**config.mk**
```make
export PLATFORM = sky130hd
export DESIGN_NAME = epdma_req_ctrl
export DESIGN_NICKNAME = d
export VERILOG_FILES = /design/src/rtl/epdma_pkg.sv /design/src/rtl/epdma_xfer_detect.sv /design/src/rtl/epdma_buf_ctr.sv /design/src/rtl/epdma_req_ctrl.sv
export SDC_FILE = /design/constraint.sdc
export NUM_CORES = 1
export LEC_CHECK = 0
export ABC_AREA = 1
export BUFFER_PORTS_ARGS = -buffer_cell sky130_fd_sc_hd__buf_2
export CORE_ASPECT_RATIO = 0.9
export CORE_MARGIN = 2
export CORE_UTILIZATION = 35
export CTS_CLUSTER_DIAMETER = 30
export DETAILED_ROUTE_END_ITERATION = 6
export PLACE_DENSITY = 0.62
export RECOVER_POWER = 50
export REMOVE_ABC_BUFFERS = 1
export SYNTH_ARGS = -nofsm -noshare
export SYNTH_HDL_FRONTEND = slang
export SYNTH_SLANG_ARGS = --single-unit
```
**constraint.sdc**
```tcl
create_clock -name clk -period 6.1 [get_ports clk]
set_clock_uncertainty 0.15 [all_clocks]
set_input_delay 0 -clock clk [delete_from_list [all_inputs] [get_ports clk]]
set_output_delay 0 -clock clk [all_outputs]
set_load 0.005 [all_outputs]
```
**src/rtl/epdma_pkg.sv**
```systemverilog
package epdma_pkg;
    localparam int unsigned BUF_BYTES = 64;
    localparam int unsigned BURST_W   = 4;
    localparam int unsigned NBUF      = 2;
    localparam int unsigned CNT_W     = $clog2(BUF_BYTES + 1);
    localparam int unsigned SEL_W     = $clog2(NBUF);

    typedef struct packed {
        logic               dreq;
        logic               rd_stb;
        logic               wr_stb;
        logic               done;
        logic               irq;
        logic               stop;
        logic               hold;
        logic [SEL_W-1:0]   sel;
        logic [BURST_W-1:0] bl;
    } ctl_t;
endpackage

```
**src/rtl/epdma_xfer_detect.sv**
```systemverilog
module epdma_xfer_detect (
    input  logic clk,
    input  logic rst_n,
    input  logic ack_n,
    input  logic eot_n,
    input  logic rd_n,
    input  logic wr_n,
    input  logic dir_wr,
    output logic xfer,
    output logic term
);
    logic act, act_q, tact, tact_q;

    // acknowledged strobe of the active direction
    assign act  = ~ack_n & (dir_wr ? ~wr_n : ~rd_n);
    // end of transfer is only valid with acknowledge and a strobe
    assign tact = ~ack_n & ~eot_n & (~rd_n | ~wr_n);

    always_ff @(posedge clk or negedge rst_n) begin
        if (!rst_n) begin
            act_q  <= 1'b0;
            tact_q <= 1'b0;
        end else begin
            act_q  <= act;
            tact_q <= tact;
        end
    end

    assign xfer = act & ~act_q;
    assign term = tact & ~tact_q;
endmodule

```
**src/rtl/epdma_buf_ctr.sv**
```systemverilog
module epdma_buf_ctr #(
    parameter int unsigned CNT_W = 7,
    parameter int unsigned NBUF  = 2,
    parameter int unsigned SEL_W = 1
) (
    input  logic             clk,
    input  logic             rst_n,
    input  logic [SEL_W-1:0] sel,
    input  logic             inc,
    input  logic             clr,
    output logic [CNT_W-1:0] cnt_sel
);
    logic [CNT_W-1:0] cnt [NBUF];

    for (genvar b = 0; b < NBUF; b++) begin : g_buf
        logic [CNT_W-1:0] cnt_r;
        logic             hit;
        assign hit = (sel == SEL_W'(b));
        always_ff @(posedge clk or negedge rst_n) begin
            if (!rst_n)           cnt_r <= '0;
            else if (clr && hit)  cnt_r <= '0;
            else if (inc && hit)  cnt_r <= cnt_r + CNT_W'(1);
        end
        assign cnt[b] = cnt_r;
    end

    assign cnt_sel = cnt[sel];
endmodule

```
**src/rtl/epdma_req_ctrl.sv**
```systemverilog
module epdma_req_ctrl
    import epdma_pkg::*;
(
    input  logic               clk,
    input  logic               rst_n,
    input  logic               dma_ack_n,
    input  logic               eot_n,
    input  logic               rd_n,
    input  logic               wr_n,
    input  logic               dma_en,
    input  logic               dir_wr,
    input  logic               burst_mode,
    input  logic [BURST_W-1:0] burst_len,
    input  logic               buf_ready,
    input  logic [CNT_W-1:0]   pkt_len,
    output logic               dreq,
    output logic               fifo_rd_stb,
    output logic               fifo_wr_stb,
    output logic [SEL_W-1:0]   buf_sel,
    output logic               buf_done,
    output logic               dma_irq
);
    ctl_t s_d, s_q;

    logic               xfer, term;
    logic               run, byte_ok, term_ok, pkt_end, handover;
    logic [CNT_W-1:0]   cnt_sel, cnt_nx;
    logic [BURST_W-1:0] reload;

    epdma_xfer_detect u_det (
        .clk    (clk),
        .rst_n  (rst_n),
        .ack_n  (dma_ack_n),
        .eot_n  (eot_n),
        .rd_n   (rd_n),
        .wr_n   (wr_n),
        .dir_wr (dir_wr),
        .xfer   (xfer),
        .term   (term)
    );

    epdma_buf_ctr #(
        .CNT_W (CNT_W),
        .NBUF  (NBUF),
        .SEL_W (SEL_W)
    ) u_ctr (
        .clk     (clk),
        .rst_n   (rst_n),
        .sel     (s_q.sel),
        .inc     (byte_ok & ~handover),
        .clr     (handover),
        .cnt_sel (cnt_sel)
    );

    always_comb begin
        s_d        = s_q;
        s_d.rd_stb = 1'b0;
        s_d.wr_stb = 1'b0;
        s_d.done   = 1'b0;
        s_d.irq    = 1'b0;

        run     = dma_en & ~s_q.stop;
        byte_ok = xfer & run;
        term_ok = term & run;
        cnt_nx  = cnt_sel + CNT_W'(1);

        if (dir_wr)
            pkt_end = byte_ok && (cnt_nx == CNT_W'(BUF_BYTES));
        else
            pkt_end = byte_ok && ((cnt_nx >= pkt_len) || (cnt_nx == CNT_W'(BUF_BYTES)));

        // write termination flushes a buffer that holds data
        handover = pkt_end | (term_ok & dir_wr & (byte_ok | (cnt_sel != '0)));

        if (!burst_mode || burst_len == '0) reload = BURST_W'(1);
        else                                 reload = burst_len;

        if (s_q.dreq && byte_ok) s_d.bl = s_q.bl - BURST_W'(1);
        else if (!s_q.dreq)      s_d.bl = reload;

        if (!dma_en || dma_ack_n)
            s_d.hold = 1'b0;
        else if (byte_ok && ((s_q.bl <= BURST_W'(1)) || handover))
            s_d.hold = 1'b1;

        if (!dma_en)      s_d.stop = 1'b0;
        else if (term_ok) s_d.stop = 1'b1;

        s_d.irq    = term_ok;
        s_d.rd_stb = byte_ok & ~dir_wr;
        s_d.wr_stb = byte_ok & dir_wr;
        s_d.done   = handover;
        if (handover) s_d.sel = s_q.sel + SEL_W'(1);

        s_d.dreq = dma_en & ~s_d.stop & ~s_d.hold & buf_ready & ~handover;
    end

    always_ff @(posedge clk or negedge rst_n) begin
        if (!rst_n) s_q <= '0;
        else        s_q <= s_d;
    end

    assign dreq        = s_q.dreq;
    assign fifo_rd_stb = s_q.rd_stb;
    assign fifo_wr_stb = s_q.wr_stb;
    assign buf_sel     = s_q.sel;
    assign buf_done    = s_q.done;
    assign dma_irq     = s_q.irq;
endmodule

```
[After elaboration in Yosys (flattened, before gate mapping)]
Cells that the tools add are included.
Widths: inputs -> output; s select.
Word-level totals
  bits of input ports: 21
  output and inout port bits: 6
  flip-flop bits (word level): 28
  word-level logic and storage cells: 90
Cells by class
  add/sub/neg operators: 5
  magnitude comparators: 3
  eq/ne operators: 2
  reductions and logical operators: 18
  bitwise gates (word level): 33
  multiplexer cells: 16
Operators by type and width (number)
  $mux 7: 7
  $add 7x1->7 const B: 3
  $and 1x1->1: 17
  $mux 4: 3
  $not 1->1: 12
  $logic_and 1x1->1: 8
  $eq 7x7->1 const B: 1
  $ge 7x7->1: 1
  $reduce_bool 7->1: 1
  $mux 1: 6
  $le 4x1->1 const B: 1
  $logic_not 4->1: 1
  $logic_or 1x1->1: 4
  $reduce_bool 2->1: 2
  $sub 4x1->4 const B: 1
  $or 1x1->1: 3
  $ge 2x2->1 const B: 1
  $logic_not 1->1: 2
  $ne 2x1->1 const B: 1
  $not 1->2: 1
  $add 1x1->1 const B: 1

[Logic depth before layout (Yosys ltp)]
  word-level depth: 18
  mapped depth: 23
  depth with buffers taken out: 23

[Cells and area by module]
From an unflattened synthesis, not the netlist that was laid out.
Unflattened totals
  cell total of the unflattened synthesis: 272
  area total of the unflattened synthesis: 1965.6 um2
By module, submodules not included
  epdma_req_ctrl: seq. area each 300.3 um2, area an instance 1004.7 um2, instances 1, cells an instance 138
  epdma_buf_ctr: seq. area each 350.3 um2, area an instance 853.3 um2, instances 1, cells an instance 120
  epdma_xfer_detect: seq. area each 50.0 um2, area an instance 107.6 um2, instances 1, cells an instance 14

[Least setup slack after synthesis]
Ideal clock, no wire load.
  path kind: reg-to-reg
  start: register s_q (netlist bit buf_sel)
  end: register u_ctr.g_buf[1].cnt_r[5]
  required time: 5885 ps
  data arrival time: 2598 ps
  cell stages (with the launch flop): 23
  buffers on the path: 1
  clock period less this slack: 2813 ps
  setup time: 65 ps
  slack: 3287 ps
  cells stage by stage: dfrtp_1 buf_4 nand2_1 nand2_2 ha_1 nand2_1 nor2_1 nand3_1 nand2_1 nand2_1 ha_1 a21oi_1 o21a_1 nand3_1 nand2_1 nand2_1 inv_1 nand2_4 nor2_8 nand2_2 inv_2 nand2_1 nand2_1
Between the ends
  word-level cells in the longest chain between the ends: 14
  elaborated cells between the ends (all ways): 21
  classes of those cells: add/sub: 1; order compare: 1; eq/ne: 1; mux: 5; bitwise: 6; reduce/logical: 7
Ends and longest elaborated chain
  start: declaration: line epdma_req_ctrl.sv:23  | ctl_t s_d, s_q;
  start signal: assignment: line epdma_req_ctrl.sv:99  | if (!rst_n) s_q <= '0;
  start signal: assignment: line epdma_req_ctrl.sv:100  | else s_q <= s_d;
  $not 1->2 (not written as such) (*): line epdma_buf_ctr.sv:27  | assign cnt_sel = cnt[sel];
  $mux 7 (not written as such) (*) (3 in series): line epdma_buf_ctr.sv:27
  $add 7x1->7: line epdma_req_ctrl.sv:65  | cnt_nx = cnt_sel + CNT_W'(1);
  $ge 7x7->1 or $eq 7x7->1 (tied branches): line epdma_req_ctrl.sv:70, epdma_req_ctrl.sv:68
  $logic_or 1x1->1: line epdma_req_ctrl.sv:70  | pkt_end = byte_ok && ((cnt_nx >= pkt_len) || (cnt_nx == CNT_W'(BUF_BYTES)));
  $logic_and 1x1->1: line epdma_req_ctrl.sv:70
  $mux 1: line epdma_req_ctrl.sv:67  | if (dir_wr)
  $or 1x1->1 (*): line epdma_req_ctrl.sv:73  | handover = pkt_end | (term_ok & dir_wr & (byte_ok | (cnt_sel != '0)));
  via handover: line epdma_req_ctrl.sv:26  | logic run, byte_ok, term_ok, pkt_end, handover;
  $not 1->1: line epdma_req_ctrl.sv:50  | .inc (byte_ok & ~handover),
  $and 1x1->1: line epdma_req_ctrl.sv:50
  $logic_and 1x1->1: line epdma_buf_ctr.sv:22  | else if (inc && hit) cnt_r <= cnt_r + CNT_W'(1);
  $reduce_bool 2->1 (no source line)
  end signal: assignment: line epdma_buf_ctr.sv:22
  end: declaration: line epdma_buf_ctr.sv:16  | logic [CNT_W-1:0] cnt_r;
Mark *: on every way through the listed nets, which the timed path passes. The rest lies on a longest branch. The select of a mux whose other input is x is not followed.
A chain may end at the register's enable or synchronous reset.

==> flow_summary.ini <==
[floorplanning]
core-area_sq_um = 5220
die_w_um = 81.5
rows = 25
fp.dieH_um = 73.7
io_pins = 27
dieArea_sq_um = 6010
initial_utilization = 0.362

[sta]
final.setup.tns_ns = 0
rsz0062_at_grt = false
max_freq_ghz = 0.272
slew_violations = 29
finalCriticalPeriod_ns = 3.68
post-route-period-util = 0.603
timing.max_slew.rel_slack = -0.0454
hold_ws_ns = 0.108
setup_slack_ns = 2.42
setup_violations = 0
worstMarginPinSlew_ns = 1.57
finalHoldViolations = 0

[routing]
route.met3.wl_um = 135
firstDrtPassIters = 4
met1_length_um = 2100
wl_per_cell_um = 11.2
dr.first_iter.drc_count = 107
highest_layer = met4
drc = 0
postRouteAntennaNets = 0
dr_wl_met2_um = 1850
wl_um = 4160
vias_per_cell = 4.63
vias = 1719

[global_routing]
grt_pass1_vias = 1636
grt-ovfl-total = 0
grt_max_degree = 29
grt_pass1_wl_um = 7290
track_usage = 0.156
antenna_found_initial = 0

[cells_and_area]
layout.nets = 339
mostFrequentLayoutCells = 77 x nand2_1, 43 x inv_1, 28 x dfrtp_1
final_common_cell = nand2_1
stdcell_count = 371
drive_gt1_frac = 0.118
area_growth_pct = 22.3
diodes = 0
nFillCells = 530
final_core_util = 0.443
design_area_sq_um = 2310

[flow_run]
drv_cap = 1

[synthesis]
ys_types = 25
synth_xor_area_frac = 0.0556
ys.flop_type = dfrtp_1
async_flop_share = 1.00
synthMuxAreaShare = 0
yosysSeqAreaShare = 0.371
synth_fa_ha_area_frac = 0.0860
yosys.area_share.simple = 0.312
synth-edff-count = 0
avgSynthCellArea_sq_um = 7.27
synth-compound-area-share = 0.0827
synth_area_sq_um = 1890
synthesis.instances = 260
synth_warnings = 0
synth_top_family_by_area = simple AND/OR/NAND/NOR gates
ys_seq_elements = 28

[critical_path]
timing.rr.end = s_q[5]$_DFF_PN0_
path_cells = inv_2 -> nand2_1 -> nand2_1 -> ha_1 -> nand2_1 -> nor2_1 -> nand3_1 -> nand2_1 -> nand2_1 -> ha_1 -> a21oi_1 -> o21a_1 -> nand3_1 -> nand2_1 -> nand2_1 -> inv_1 -> nand3_1 -> nand2_1 -> nand2_1 -> nand2_1 -> nor2_1 -> dlygate4sd3_1
required_ns = 6.12
cp-start-kind = register
cpLargestDelayFamily = simple AND/OR/NAND/NOR gates
endpoint_kind = register
r2r_start = buf_sel$_DFFE_PN0N_
path_max_fanout = 16
reg2reg_slack_ns = 2.42
critPathSlowestCell = dfrtp_1
criticalPathCategory = reg2reg
critPathMaxStageDelay_ns = 0.56
crit_top_cell = nand2_1
critPathBufInv = 3
reg2reg_depth = 22
crit_arrival_ns = 3.70

[placed_design]
gp_congestion = 0.821
place_hpwl_um = 3110
dpl-instance-area_sq_um = 2100
dp_slack_ns = 2.86
numPortBuffers = 26
dp.cells = 352

[power]
ir_drop_mv = 0.114
power-per-cell-area_nw_per_um2 = 265
p_leak_nw = 1.18
total_power_mw = 0.613

[clocking]
clock_tree.buffer_depth = 2
cts_tree = built
clk_pin_slew_ns = 0.10
cts_sinks = 28
cts_root_buffer = clkbuf_8
cts.repair.resized = 0
cts_made_buffers = 3
insertion_delay_ns = 0.28
h-tree-depth = 1

[min_path]
min_path_type = in2reg
hold_path_depth = 6
hp-start = burst_mode
hold_path_end = s_q[2]$_DFFE_PN0P_

[run_status]
outcome = complete, but fails checks
violations = max-capacitance violations, max-slew violations
[worst reg2reg max path, delay by kind of cell (launching register included)]
kind                       cells  cell delay [ns]
buffers and inverters          3             0.87
adders and majority gates      2             0.54
AOI/OAI and AO/OA              2             0.25
and+or+nand+nor               15             1.20
DFF                            1             0.56
[state kept, by name, summed over array words and instances, names as in the netlist]
signal / count
u_ctr.g_buf.cnt_r: 14
fifo_rd_stb: 1
fifo_wr_stb: 1
u_det.tact_q: 1
dreq: 1
s_q: 6
buf_sel: 1
dma_irq: 1
u_det.act_q: 1
buf_done: 1
[report_power, final]
group          internal (mW)  leakage [nW]  switching [mW]  total (mW)
Combinational         0.0861         0.771           0.129       0.216
Clock                 0.0880        0.0357          0.0616       0.150
Sequential             0.209         0.374          0.0388       0.248
Total                  0.383          1.18           0.230       0.613
[per-layer routing]
metal | up-vias | global-route usage
li1 | 906 | -
met1 | 773 | 0.217
met2 | 32 | 0.246
met3 | 8 | 0.0197
met4 | 0 | 0.0640
met5 | - | 0
[layout make-up]
cell class,count,area (sq um),share of cell area
multi-input cells,186,1010,0.438
flip-flops and latches,28,701,0.303
repair buffers,41,274,0.119
inverters,45,169,0.0731
well taps,67,83.8,0.0363
clock buffers,3,41.3,0.0179
clock inverters,1,30.0,0.0130
[cell usage after synthesis, types with 2 or more instances]
library cell   n  area, sq um
nand2_2        5         31.3
xor2_1         8         70.1
nand2_1       77          289
inv_1         43          161
nor2_1        22         82.6
o211ai_1       2         15.0
o21ai_1       14         70.1
nand3_1       16         80.1
o221ai_1       3         26.3
dfrtp_1       28          701
ha_1          13          163
nand4_1        5         31.3
inv_2          2         7.51
a21oi_1        5         25.0
xnor2_1        4         35.0
nor3_1         4         20.0
[how the worst max path moves through the flow]
stage	to	startpoint	depth (start not counted)
after global routing	s_q[5]$_DFF_PN0_	buf_sel$_DFFE_PN0N_	23
after floorplan	u_ctr.g_buf[1].cnt_r[5]$_DFFE_PN0P_	buf_sel$_DFFE_PN0N_	22
after CTS	s_q[5]$_DFF_PN0_	buf_sel$_DFFE_PN0N_	22
after detailed placement	u_ctr.g_buf[1].cnt_r[1]$_DFFE_PN0P_	buf_sel$_DFFE_PN0N_	22
final	s_q[5]$_DFF_PN0_	buf_sel$_DFFE_PN0N_	22
after global placement	u_ctr.g_buf[1].cnt_r[1]$_DFFE_PN0P_	buf_sel$_DFFE_PN0N_	23
[cells by family (layout without fill, tap and decap cells)]
| logic type | Yosys count | in the layout |
|---|---|---|
| XOR/XNOR | 12 | 12 |
| AND/OR/NAND/NOR | 134 | 134 |
| buffers and inverters | 46 | 90 |
| AO/OA/AOI/OAI | 27 | 27 |
| adder cells (fa/ha/maj) | 13 | 13 |
| flip-flops | 28 | 28 |
[timing repair]
| action | 4_1_cts | 5_1_grt |
|---|---|---|
| hold buffers | 15 | 0 |
| buffers inserted | 0 | 0 |
| hold endpoints to repair | 40 | 0 |
| setup endpoints to repair | 0 | 0 |
Note: power is estimated with default switching activity, not from simulation.
